<file path="config.mk">
export PLATFORM = sky130hd
export DESIGN_NAME = blkcopy_engine
export DESIGN_NICKNAME = d
export VERILOG_FILES = /design/src/rtl/blkcopy_pkg.sv /design/src/rtl/blkcopy_decode.sv /design/src/rtl/blkcopy_step.sv /design/src/rtl/blkcopy_cost.sv /design/src/rtl/blkcopy_engine.sv
export SDC_FILE = /design/constraint.sdc
export NUM_CORES = 1
export LEC_CHECK = 0
export ABC_AREA = 0
export BUFFER_PORTS_ARGS = -buffer_cell sky130_fd_sc_hd__buf_2
export CORE_MARGIN = 1
export CORE_UTILIZATION = 50
export DETAILED_ROUTE_END_ITERATION = 6
export GPL_ROUTABILITY_DRIVEN = 0
export PLACE_DENSITY = 0.8
export SLEW_MARGIN = 20
export SYNTH_ARGS = -nofsm -noshare
export SYNTH_HDL_FRONTEND = slang
export SYNTH_SLANG_ARGS = --single-unit
</file>
<file path="constraint.sdc">
create_clock -name clk -period 3.2 [get_ports clk]
set_clock_uncertainty 0.1 [all_clocks]
set_input_delay 0.8 -clock clk [delete_from_list [all_inputs] [get_ports clk]]
set_output_delay 0.8 -clock clk [all_outputs]
set_load 0.01 [all_outputs]
</file>
<file path="src/rtl/blkcopy_pkg.sv">
package blkcopy_pkg;
    // opcode bit positions decoded by the engine
    localparam int OPB_DIR = 3;
    localparam int OPB_REP = 4;
    // flag bit positions touched by the engine
    localparam int FLB_HALF = 4;
    localparam int FLB_PV   = 2;
    localparam int FLB_SUB  = 1;

    typedef enum logic [1:0] {
        ST_IDLE  = 2'd0,
        ST_READ  = 2'd1,
        ST_WRITE = 2'd2
    } st_e;
endpackage

</file>
<file path="src/rtl/blkcopy_decode.sv">
module blkcopy_decode
    import blkcopy_pkg::*;
(
    input  logic [7:0] op_code,
    output logic       dec,
    output logic       rep
);
    always_comb begin
        dec = op_code[OPB_DIR];
        rep = op_code[OPB_REP];
    end
endmodule

</file>
<file path="src/rtl/blkcopy_step.sv">
module blkcopy_step #(
    parameter int W = 16
) (
    input  logic [W-1:0] val,
    input  logic         dec,
    output logic [W-1:0] nxt
);
    always_comb begin
        if (dec) nxt = val - W'(1);
        else     nxt = val + W'(1);
    end
endmodule

</file>
<file path="src/rtl/blkcopy_cost.sv">
module blkcopy_cost #(
    parameter int CNT_W    = 16,
    parameter int CYC_W    = 20,
    parameter int BASE_CYC = 16,
    parameter int ITER_CYC = 5
) (
    input  logic [CNT_W-1:0] cnt,
    input  logic             rep,
    output logic [CYC_W-1:0] cost
);
    localparam logic [CNT_W:0] FULL_RUN = {1'b1, {CNT_W{1'b0}}};

    logic [CNT_W:0] n_xfer;

    always_comb begin
        n_xfer = (cnt == '0) ? FULL_RUN : {1'b0, cnt};
        if (rep)
            cost = CYC_W'(BASE_CYC) + CYC_W'(ITER_CYC) * CYC_W'(n_xfer);
        else
            cost = CYC_W'(BASE_CYC);
    end
endmodule

</file>
<file path="src/rtl/blkcopy_engine.sv">
module blkcopy_engine
    import blkcopy_pkg::*;
#(
    parameter int ADDR_W   = 16,
    parameter int DATA_W   = 8,
    parameter int CNT_W    = 16,
    parameter int FLAG_W   = 8,
    parameter int BASE_CYC = 16,
    parameter int ITER_CYC = 5,
    parameter int CYC_W    = CNT_W + 4
) (
    input  logic              clk,
    input  logic              rst_n,
    input  logic              start,
    input  logic [7:0]        op_code,
    input  logic [ADDR_W-1:0] src_in,
    input  logic [ADDR_W-1:0] dst_in,
    input  logic [CNT_W-1:0]  cnt_in,
    input  logic [FLAG_W-1:0] flags_in,
    output logic              mem_rd_en,
    output logic              mem_wr_en,
    output logic [ADDR_W-1:0] mem_addr,
    output logic [DATA_W-1:0] mem_wdata,
    input  logic [DATA_W-1:0] mem_rdata,
    output logic              busy,
    output logic              done,
    output logic [ADDR_W-1:0] src_out,
    output logic [ADDR_W-1:0] dst_out,
    output logic [CNT_W-1:0]  cnt_out,
    output logic [FLAG_W-1:0] flags_out,
    output logic [CYC_W-1:0]  cycles_out
);
    localparam int NPTR = 2;

    typedef struct packed {
        st_e               st;
        logic [ADDR_W-1:0] src;
        logic [ADDR_W-1:0] dst;
        logic [CNT_W-1:0]  cnt;
        logic [FLAG_W-1:0] flags;
        logic [CYC_W-1:0]  cost;
        logic              dec;
        logic              rep;
        logic              done;
    } eng_t;

    eng_t eng_d, eng_q;

    logic              dec_in, rep_in;
    logic [CYC_W-1:0]  cost_in;
    logic [CNT_W-1:0]  cnt_m1;
    logic [ADDR_W-1:0] ptr_cur [NPTR];
    logic [ADDR_W-1:0] ptr_nxt [NPTR];

    blkcopy_decode u_dec (
        .op_code (op_code),
        .dec     (dec_in),
        .rep     (rep_in)
    );

    blkcopy_cost #(
        .CNT_W    (CNT_W),
        .CYC_W    (CYC_W),
        .BASE_CYC (BASE_CYC),
        .ITER_CYC (ITER_CYC)
    ) u_cost (
        .cnt  (cnt_in),
        .rep  (rep_in),
        .cost (cost_in)
    );

    assign ptr_cur[0] = eng_q.src;
    assign ptr_cur[1] = eng_q.dst;

    for (genvar g = 0; g < NPTR; g++) begin : g_ptr
        blkcopy_step #(.W(ADDR_W)) u_step (
            .val (ptr_cur[g]),
            .dec (eng_q.dec),
            .nxt (ptr_nxt[g])
        );
    end

    assign cnt_m1 = eng_q.cnt - CNT_W'(1);

    always_comb begin
        eng_d      = eng_q;
        eng_d.done = 1'b0;
        unique case (eng_q.st)
            ST_IDLE: begin
                if (start) begin
                    eng_d.st    = ST_READ;
                    eng_d.src   = src_in;
                    eng_d.dst   = dst_in;
                    eng_d.cnt   = cnt_in;
                    eng_d.flags = flags_in;
                    eng_d.cost  = cost_in;
                    eng_d.dec   = dec_in;
                    eng_d.rep   = rep_in;
                end
            end
            ST_READ: begin
                eng_d.st = ST_WRITE;
            end
            ST_WRITE: begin
                eng_d.src                = ptr_nxt[0];
                eng_d.dst                = ptr_nxt[1];
                eng_d.cnt                = cnt_m1;
                eng_d.flags[FLB_HALF]    = 1'b0;
                eng_d.flags[FLB_SUB]     = 1'b0;
                eng_d.flags[FLB_PV]      = !eng_q.rep && (cnt_m1 != '0);
                if (eng_q.rep && (cnt_m1 != '0)) begin
                    eng_d.st = ST_READ;
                end else begin
                    eng_d.st   = ST_IDLE;
                    eng_d.done = 1'b1;
                end
            end
            default: begin
                eng_d.st = ST_IDLE;
            end
        endcase
    end

    always_ff @(posedge clk or negedge rst_n) begin
        if (!rst_n) eng_q <= '0;
        else        eng_q <= eng_d;
    end

    always_comb begin
        mem_rd_en  = (eng_q.st == ST_READ);
        mem_wr_en  = (eng_q.st == ST_WRITE);
        mem_addr   = (eng_q.st == ST_WRITE) ? eng_q.dst : eng_q.src;
        mem_wdata  = mem_rdata;
        busy       = (eng_q.st != ST_IDLE);
        done       = eng_q.done;
        src_out    = eng_q.src;
        dst_out    = eng_q.dst;
        cnt_out    = eng_q.cnt;
        flags_out  = eng_q.flags;
        cycles_out = eng_q.cost;
    end
endmodule

</file>
==> results of run 1 <==
-- kinds of logic (layout without fill, tap and decap cells) --
kind of cell / count (synthesis) / after routing / synth area share
adder cells (fa/ha/maj): 76 / 76 / 0.138
flip-flops: 81 / 81 / 0.286
XOR/XNOR: 31 / 31 / 0.0382
multiplexers: 3 / 3 / 0.00423
AO/OA/AOI/OAI: 253 / 253 / 0.227
other: 1 / 1 / 0.000528
buffers and inverters: 163 / 240 / 0.131
AND/OR/NAND/NOR: 281 / 281 / 0.176
-- through the flow --
stage,worst slack [ns],total power [uW]
4_1_cts,0.0115,2790
2_1_floorplan,-0.135,1270
3_5_place_dp,-0.332,1420
3_3_place_gp,-0.299,1410
5_1_grt,-0.0757,2900
6_report,0.0294,2790
-- worst max-delay path by stage --
stage / from / to / slack (ns) / cells past startpoint
after floorplan: cnt_in[3] / cycles_out[18]$_DFFE_PN0P_ / -0.13 / 13
after global placement: cnt_in[3] / cycles_out[18]$_DFFE_PN0P_ / -0.30 / 13
after detailed placement: cnt_in[3] / cycles_out[18]$_DFFE_PN0P_ / -0.33 / 13
after CTS: cnt_in[3] / cycles_out[18]$_DFFE_PN0P_ / 0.01 / 13
after global routing: cnt_in[3] / cycles_out[18]$_DFFE_PN0P_ / -0.08 / 13
final: cnt_in[3] / cycles_out[16]$_DFFE_PN0P_ / 0.03 / 13
-- placed cells by master (no fill, tap or decap), types with 9 or more instances in the layout --
master	n
nand3_1	17
o22a_1	13
inv_1	24
buf_4	40
xnor2_1	17
xor2_1	14
ha_1	70
buf_2	153
o22ai_1	27
dfrtp_1	81
a21oi_1	66
nor2b_1	12
o21ai_0	55
nor2_1	55
a31oi_1	10
nand2_1	145
clkbuf_16	9
-- critical path, stage by stage --
cell	delay (ns)
buf_8	0.10
ha_4	0.15
fa_1	0.48
ha_2	0.19
inv_2	0.04
fa_2	0.34
nor2b_2	0.15
o31a_1	0.21
o2111ai_2	0.16
a41oi_2	0.30
o22ai_1	0.13
xor2_1	0.19
o21ai_1	0.07
-- timing repair --
item                       4_1_cts  5_1_grt
hold endpoints to repair         0        0
buffers inserted                 0        0
setup endpoints to repair        0        7
gates resized for setup          0        8
-- cell type report --
cell class,count,area [sq um],area share
well taps,180,225,0.0279
clock buffers,9,225,0.0279
flip-flops and latches,81,2030,0.251
clock inverters,7,166,0.0206
multi-input cells,645,4190,0.518
repair buffers,198,1150,0.143
inverters,26,97.6,0.0121
-- report_power, final --
| part | total, uW | internal (uW) | switching [uW] |
|---|---|---|---|
| Combinational | 386 | 183 | 203 |
| Sequential | 1020 | 1020 | 0.00000314 |
| Clock | 1380 | 922 | 457 |
-- routing by layer --
| metal | global-route usage | up-vias | share of wire |
|---|---|---|---|
| li1 | - | 3221 | - |
| met1 | 0.371 | 3158 | 0.45 |
| met4 | 0.0918 | 0 | 0.019 |
| met5 | 0 | - | 0 |
| met2 | 0.425 | 291 | 0.45 |
| met3 | 0.0489 | 37 | 0.079 |
-- state kept, by name, summed over array words and instances (netlist names) --
register,cells
eng_q,4
src_out,16
cnt_out,16
cycles_out,20
flags_out,8
dst_out,16
done,1
==> out/summary.md, run 1 <==
The flow ran to the end, and the final reports show no timing, DRC or antenna violations. The synthesized netlist occupies a cell area of 7100 sq um. The number of diodes is 0, and the final routed DRC violation total is 0.

The tools report the number of antenna violations at the first check in global routing as 0. The final design utilization was 0.583; the source-to-sink clock delay at the later pin of the worst-skew pair was 0.35 ns. The clock net in this run drives a total of 81 sinks. In this run the worst path has a maximum fanout of 3. The tools report the max-slew violation total from the final report as 0. The routed design has 19300 microns of wire. The area added between synthesis and finish was 13.9%. Maximum clock frequency: 315 MHz. The tool flagged a number of max-cap violations equal to 0. In this run the number of H-tree levels came out at 3. Synthesis handed over a netlist of 889 instances. Number of placed instances with taps included: 1130. The horizontal extent of the die was 121 microns; the clock-pin slew of the registers on the worst-case setup and hold paths was 0.06 ns. Pin placement for this block handled 179 I/O pins. Across all layers, the routed design uses 6707 vias.

STA puts the critical path data arrival time at 3.29 ns. After legalization and detailed placement, the total HPWL measured 13900 microns. The number of DRC violations after detailed-routing iteration 0 was 631. The overall global routing resource usage is 0.270. Leaving out filler cells and counting taps, the final layout contains 1146.

The smallest clock period supported by the final layout is computed as 3.17 ns. The synthesized netlist contains 68 unique library cells. TritonCTS built the clock tree. The most used standard cell by instance count after synthesis is nand2_1. The tools report the reg-to-reg critical path endpoint as dst_out[12]$_DFFE_PN0P_. Across the VDD grid, the largest voltage drop is 0.274 mV. Dividing total power by cell area gives a power density of 345 nW/um^2. The number of standard-cell rows in the floorplan came out at 43. Setup total negative slack on the finished layout was measured at 0 ns. The proportion of netlist area held by the largest area contributor came out at 0.286. In this run the remaining antenna-violating nets after routing total 0. The post-synthesis async set-or-reset flop share came out at 1.00. The tools report the core area as 13900 sq um. The run gives 0 as the global-route congestion overflow total. The longest clock path from root to sink contains 2 buffers. The run gives 6319 as the number of global-route vias before repair.

Buffers inserted to repair hold after CTS numbered 0. Relative slew slack: 0.532. The worst register-to-register path has a depth of 8. In this run the register-to-register setup slack is 0.32 ns. Ranked by instance count, the synthesized netlist is headed by nand2_1 (147), buf_4 (84), dfrtp_1 (81). The placed instances occupy a cell area of 7660 sq um.

Setup repair after global routing could not meet its margin everywhere. Yosys mapped a number of flops with a built-in enable equal to 0. The routed length per instance works out to 16.9 microns. The logs give 0 for the count of warnings emitted by yosys and 1112 for the count of nets after finishing. Dominant synthesized flop cell: dfrtp_1. Final clock period utilization by the worst path: 0.991. The startpoint identified for the worst register-to-register timing path is eng_q[2]$_DFFE_PN0P_.

Synthesis produced a netlist with a net count of 1040. The ratio of routed vias to standard cells was 5.85. The number of filler cells placed in the layout is 1258.

The number of endpoints failing setup at the final stage is 0. The total of flip-flops plus latches after synthesis is 81. The first global-routing pass estimated 30900 microns of wire. The worst hold path belongs to the class primary input to asynchronous set/reset pin.

The critical path is of the primary input to flip-flop type. The cell chosen for the clock root was clkbuf_16. Sorting the synthesized cells by area gives the leading types as dfrtp_1 (29%), ha_1 (13%), buf_4 (8.9%). Before antenna repair, the detailed router went through 6 iterations. The run gives 0.511 as the effective utilization at floorplan. The synthesized design spends more area on one cell type than any other, namely dfrtp_1. At the pin with the least slew margin, the transition time is 0.701 ns.

The category of the worst setup path launch point is a primary input. The run gives 14700 sq um as the die area. Endpoint class of the critical path: a flip-flop. The sequential fraction of the synthesis area was 0.286. At the worst endpoint, the required time is 3.32 ns. The run gives 8090 sq um as the design area. The die is 121 microns tall. Port buffering added 156 buffers. In this run, CTS created clock tree buffers numbering 9. The average cell area after synthesis was 7.99 sq um. The proportion of layout cells with a drive suffix above 1 is 0.241.

The run gives 49 as the maximum number of pins on one net before global-route repair. The run gives 0 as the count of endpoints failing hold in the final timing report. Worst hold margin: 0.365 ns. For this design the static power due to leakage is 0.00395 uW.
Note: power is estimated with default switching activity, not from simulation.
==> run 2: changes to the inputs <==
--- a/config.mk
+++ b/config.mk
@@ -11,7 +11,8 @@
 export CORE_UTILIZATION = 50
 export DETAILED_ROUTE_END_ITERATION = 6
 export GPL_ROUTABILITY_DRIVEN = 0
-export PLACE_DENSITY = 0.8
+export MAX_ROUTING_LAYER = met4
+export PLACE_DENSITY_LB_ADDON = 0.12
 export SLEW_MARGIN = 20
 export SYNTH_ARGS = -nofsm -noshare
 export SYNTH_HDL_FRONTEND = slang
==> out/summary.md, run 2 (same netlist as run 1, synthesis figures left out) <==
The count of nets after finishing is 1120 (+0.72%), and the horizontal extent of the die is 121 microns (unchanged). The run gives 0 (unchanged) as the global-route congestion overflow total. For the number of diodes, the log shows 0 (unchanged).

The setup path with the least slack is of type primary input to flip-flop. For the max-slew violation total from the final report, the log shows 0 (unchanged). The aggregate negative setup slack came out at 0 ns (unchanged). The relative slew slack was 0.573 (+0.0410). CTS placed an instance of clkbuf_16 at the clock tree root. The run gives 3.31 ns (about the same) as the worst path required time. The ratio of total power to cell area is 300 nW/um^2 (-13%). Number of endpoints failing setup at the final stage: 0 (unchanged).

STA classifies the critical path endpoint as a flip-flop. The run gives 19000 microns (-1.6%) as the sum of routed wire length over all layers. The internal power summed over all cells is 1770 uW (-17%), and the post-route minimum period is 3.16 ns (-0.00856 ns).

The clock-pin slew of the registers on the worst-case setup and hold paths is 0.06 ns (about the same). The tools report the overall global routing resource usage as 0.276 (+0.00646). The final clock period utilization by the worst path is 0.988 (-0.00267). The worst-margin pin slew is 0.639 ns (-0.0614 ns), and the routed length on met1 is 9300 microns (+7.4%).

The number of clock sinks seen by CTS came out at 81 (unchanged). The run gives 8040 sq um (-0.62%) as the design area. The placed standard-cell area came out at 7710 sq um (+0.59%).

The post-route total power came out at 2410 uW (-14%). The core area is 13900 sq um (unchanged). The number of port buffers works out to 156 (unchanged). The library cell used most frequently in the layout, excluding fill and tap cells, is buf_2. The area added between synthesis and finish was 13.2%; the H-tree depth was 3 (unchanged). The path category of the worst min-delay check is primary input to asynchronous set/reset pin. The static leakage was 0.00394 uW (-0.19%). The count of endpoints failing hold in the final timing report is 0 (unchanged), and the maximum clock frequency is 316 MHz (+0.27%). The I/O pin count is 179 (unchanged). The final design utilization is 0.579 (-0.00360), and the net switching power of the design is 643 uW (-2.6%). The half-perimeter wire length after detailed placement is 14100 microns (+1.4%), and the total clock buffers created by CTS is 9 (unchanged). Overall die height: 121 microns (unchanged).

The data arrival at the endpoint of the critical path was 3.28 ns (about the same). Leaving out fill and tap cells, the most frequent cells in the layout are buf_2 (153), nand2_1 (145), dfrtp_1 (81). The highest metal layer carrying signal wires in the routed design is met4. The power share of the sequential group is 0.425 (+0.058). The run gives 6033 (-4.5%) as the number of global-route vias before repair. The number of antenna violations at the first check in global routing was 0 (unchanged); the die area was 14700 sq um (unchanged). For the vias after detailed routing, the log shows 6482 (-3.4%).

The run finished, with violations left. The effective utilization at floorplan was 0.511 (unchanged); the global-route wire length before repair was 30800 microns (-0.38%). Routed length per instance: 16.5 microns (-2.3%). The final reports fail on DRC. The highest fanout seen on the critical path is 3 (unchanged). Ratio of routed vias to standard cells: 5.62 (-4.0%). The run gives 0.167 (+0.029) as the part of the power in combinational logic. The total met2 wirelength after detailed routing is 8570 microns (-2.1%). The tools report the count of nets left with antenna violations after detail routing as 0 (unchanged).

The logs give 458 (-27%) for the number of DRC violations after detailed-routing iteration 0 and 43 (unchanged) for the number of standard-cell rows in the floorplan. The maximum number of pins on one net before global-route repair was 49 (unchanged). The proportion of layout cells with a drive suffix above 1 came out at 0.247 (+0.00623). The detailed-routing iteration count for the pre-antenna-repair pass came out at 7 (+1).

The switching fraction of total power is 0.267 (+0.0303). TritonCTS built the clock tree. The quantity of hold-fixing buffers added after cts is 0 (unchanged).

The flip-flop count of the largest register after layout was 20 (unchanged). Setup repair after global routing could not meet its margin everywhere. The worst setup path is launched from a primary input. For the number of placed instances with taps included, the log shows 1136 (+0.53%). The clock network power share was 0.408 (-0.086).

The maximum buffer depth of the clock tree is 2 (unchanged), and the number of standard cells in the final layout excluding fillers is 1154 (+0.70%). The maximum vdd drop is 0.237 mV (-14%), and the count of maximum capacitance violations is 0 (unchanged). The logs give 0.35 ns (about the same) for the source-to-sink clock delay at the later pin of the worst-skew pair and 931 microns (-39%) for the met3 wire length. The final routed DRC violation total is 2 (+2).
==> run 2: through the flow <==
step	setup WS (ns)	hold WS, ns
6_report	0.0380	0.334
3_5_place_dp	-0.334	0.354
4_1_cts	0.0198	0.348
2_1_floorplan	-0.135	0.340
3_3_place_gp	-0.344	0.349
5_1_grt	-0.111	0.373
==> run 2: layer usage <==
metal | global-route usage | vias to the layer above
met1 | 0.394 | 3045
li1 | - | 3242
met3 | 0.0390 | 15
met4 | 0.0694 | 0
met5 | - | -
met2 | 0.412 | 180
==> run 2: cell type report <==
class | instances | area, sq um
clock buffer | 12 | 246
clock inverter | 4 | 28.8
fill | 1335 | 5840
inverter | 26 | 97.6
multi-input combinational | 645 | 4200
sequential | 81 | 2030
tap | 180 | 225
timing repair buffer | 206 | 1210
==> run 2: worst max-delay path: stages <==
cell	delay [ns]
buf_8	0.10
ha_4	0.15
fa_1	0.46
ha_2	0.20
inv_2	0.05
fa_2	0.19
nor2b_2	0.05
o31a_1	0.27
o2111ai_2	0.23
a41oi_2	0.24
a221oi_2	0.30
xor2_1	0.17
o21ai_1	0.07
==> run 2: timing repair <==
item | 4_1_cts | 5_1_grt
gates resized for setup | 0 | 11
buffers inserted | 0 | 2
endpoints found under the setup margin | 0 | 6
==> run 2: power groups by stage <==
stage               Sequential (uW)  Clock [uW]  Combinational, uW
global placement               1040           0                383
CTS                            1020        1010                388
floorplan                      1040           0                224
global route                   1020        1050                449
finish                         1020         982                402
detailed placement             1040           0                387
==> run 2: final timing paths <==
path | startpoint | end | slack (ns) | cells past startpoint
max in group asynchronous | rst_n | src_out[6]$_DFFE_PN0P_ | 2.03 | 2
worst min-delay path | rst_n | cnt_out[8]$_DFFE_PN0P_ | 0.33 | 1
worst max-delay path | cnt_in[3] | cycles_out[18]$_DFFE_PN0P_ | 0.04 | 13
worst max register to register | eng_q[2]$_DFFE_PN0P_ | src_out[15]$_DFFE_PN0P_ | 0.33 | 9
min in group clk | cycles_out[2]$_DFFE_PN0P_ | cycles_out[2]$_DFFE_PN0P_ | 0.37 | 2
worst min register to register | cycles_out[2]$_DFFE_PN0P_ | cycles_out[2]$_DFFE_PN0P_ | 0.37 | 2
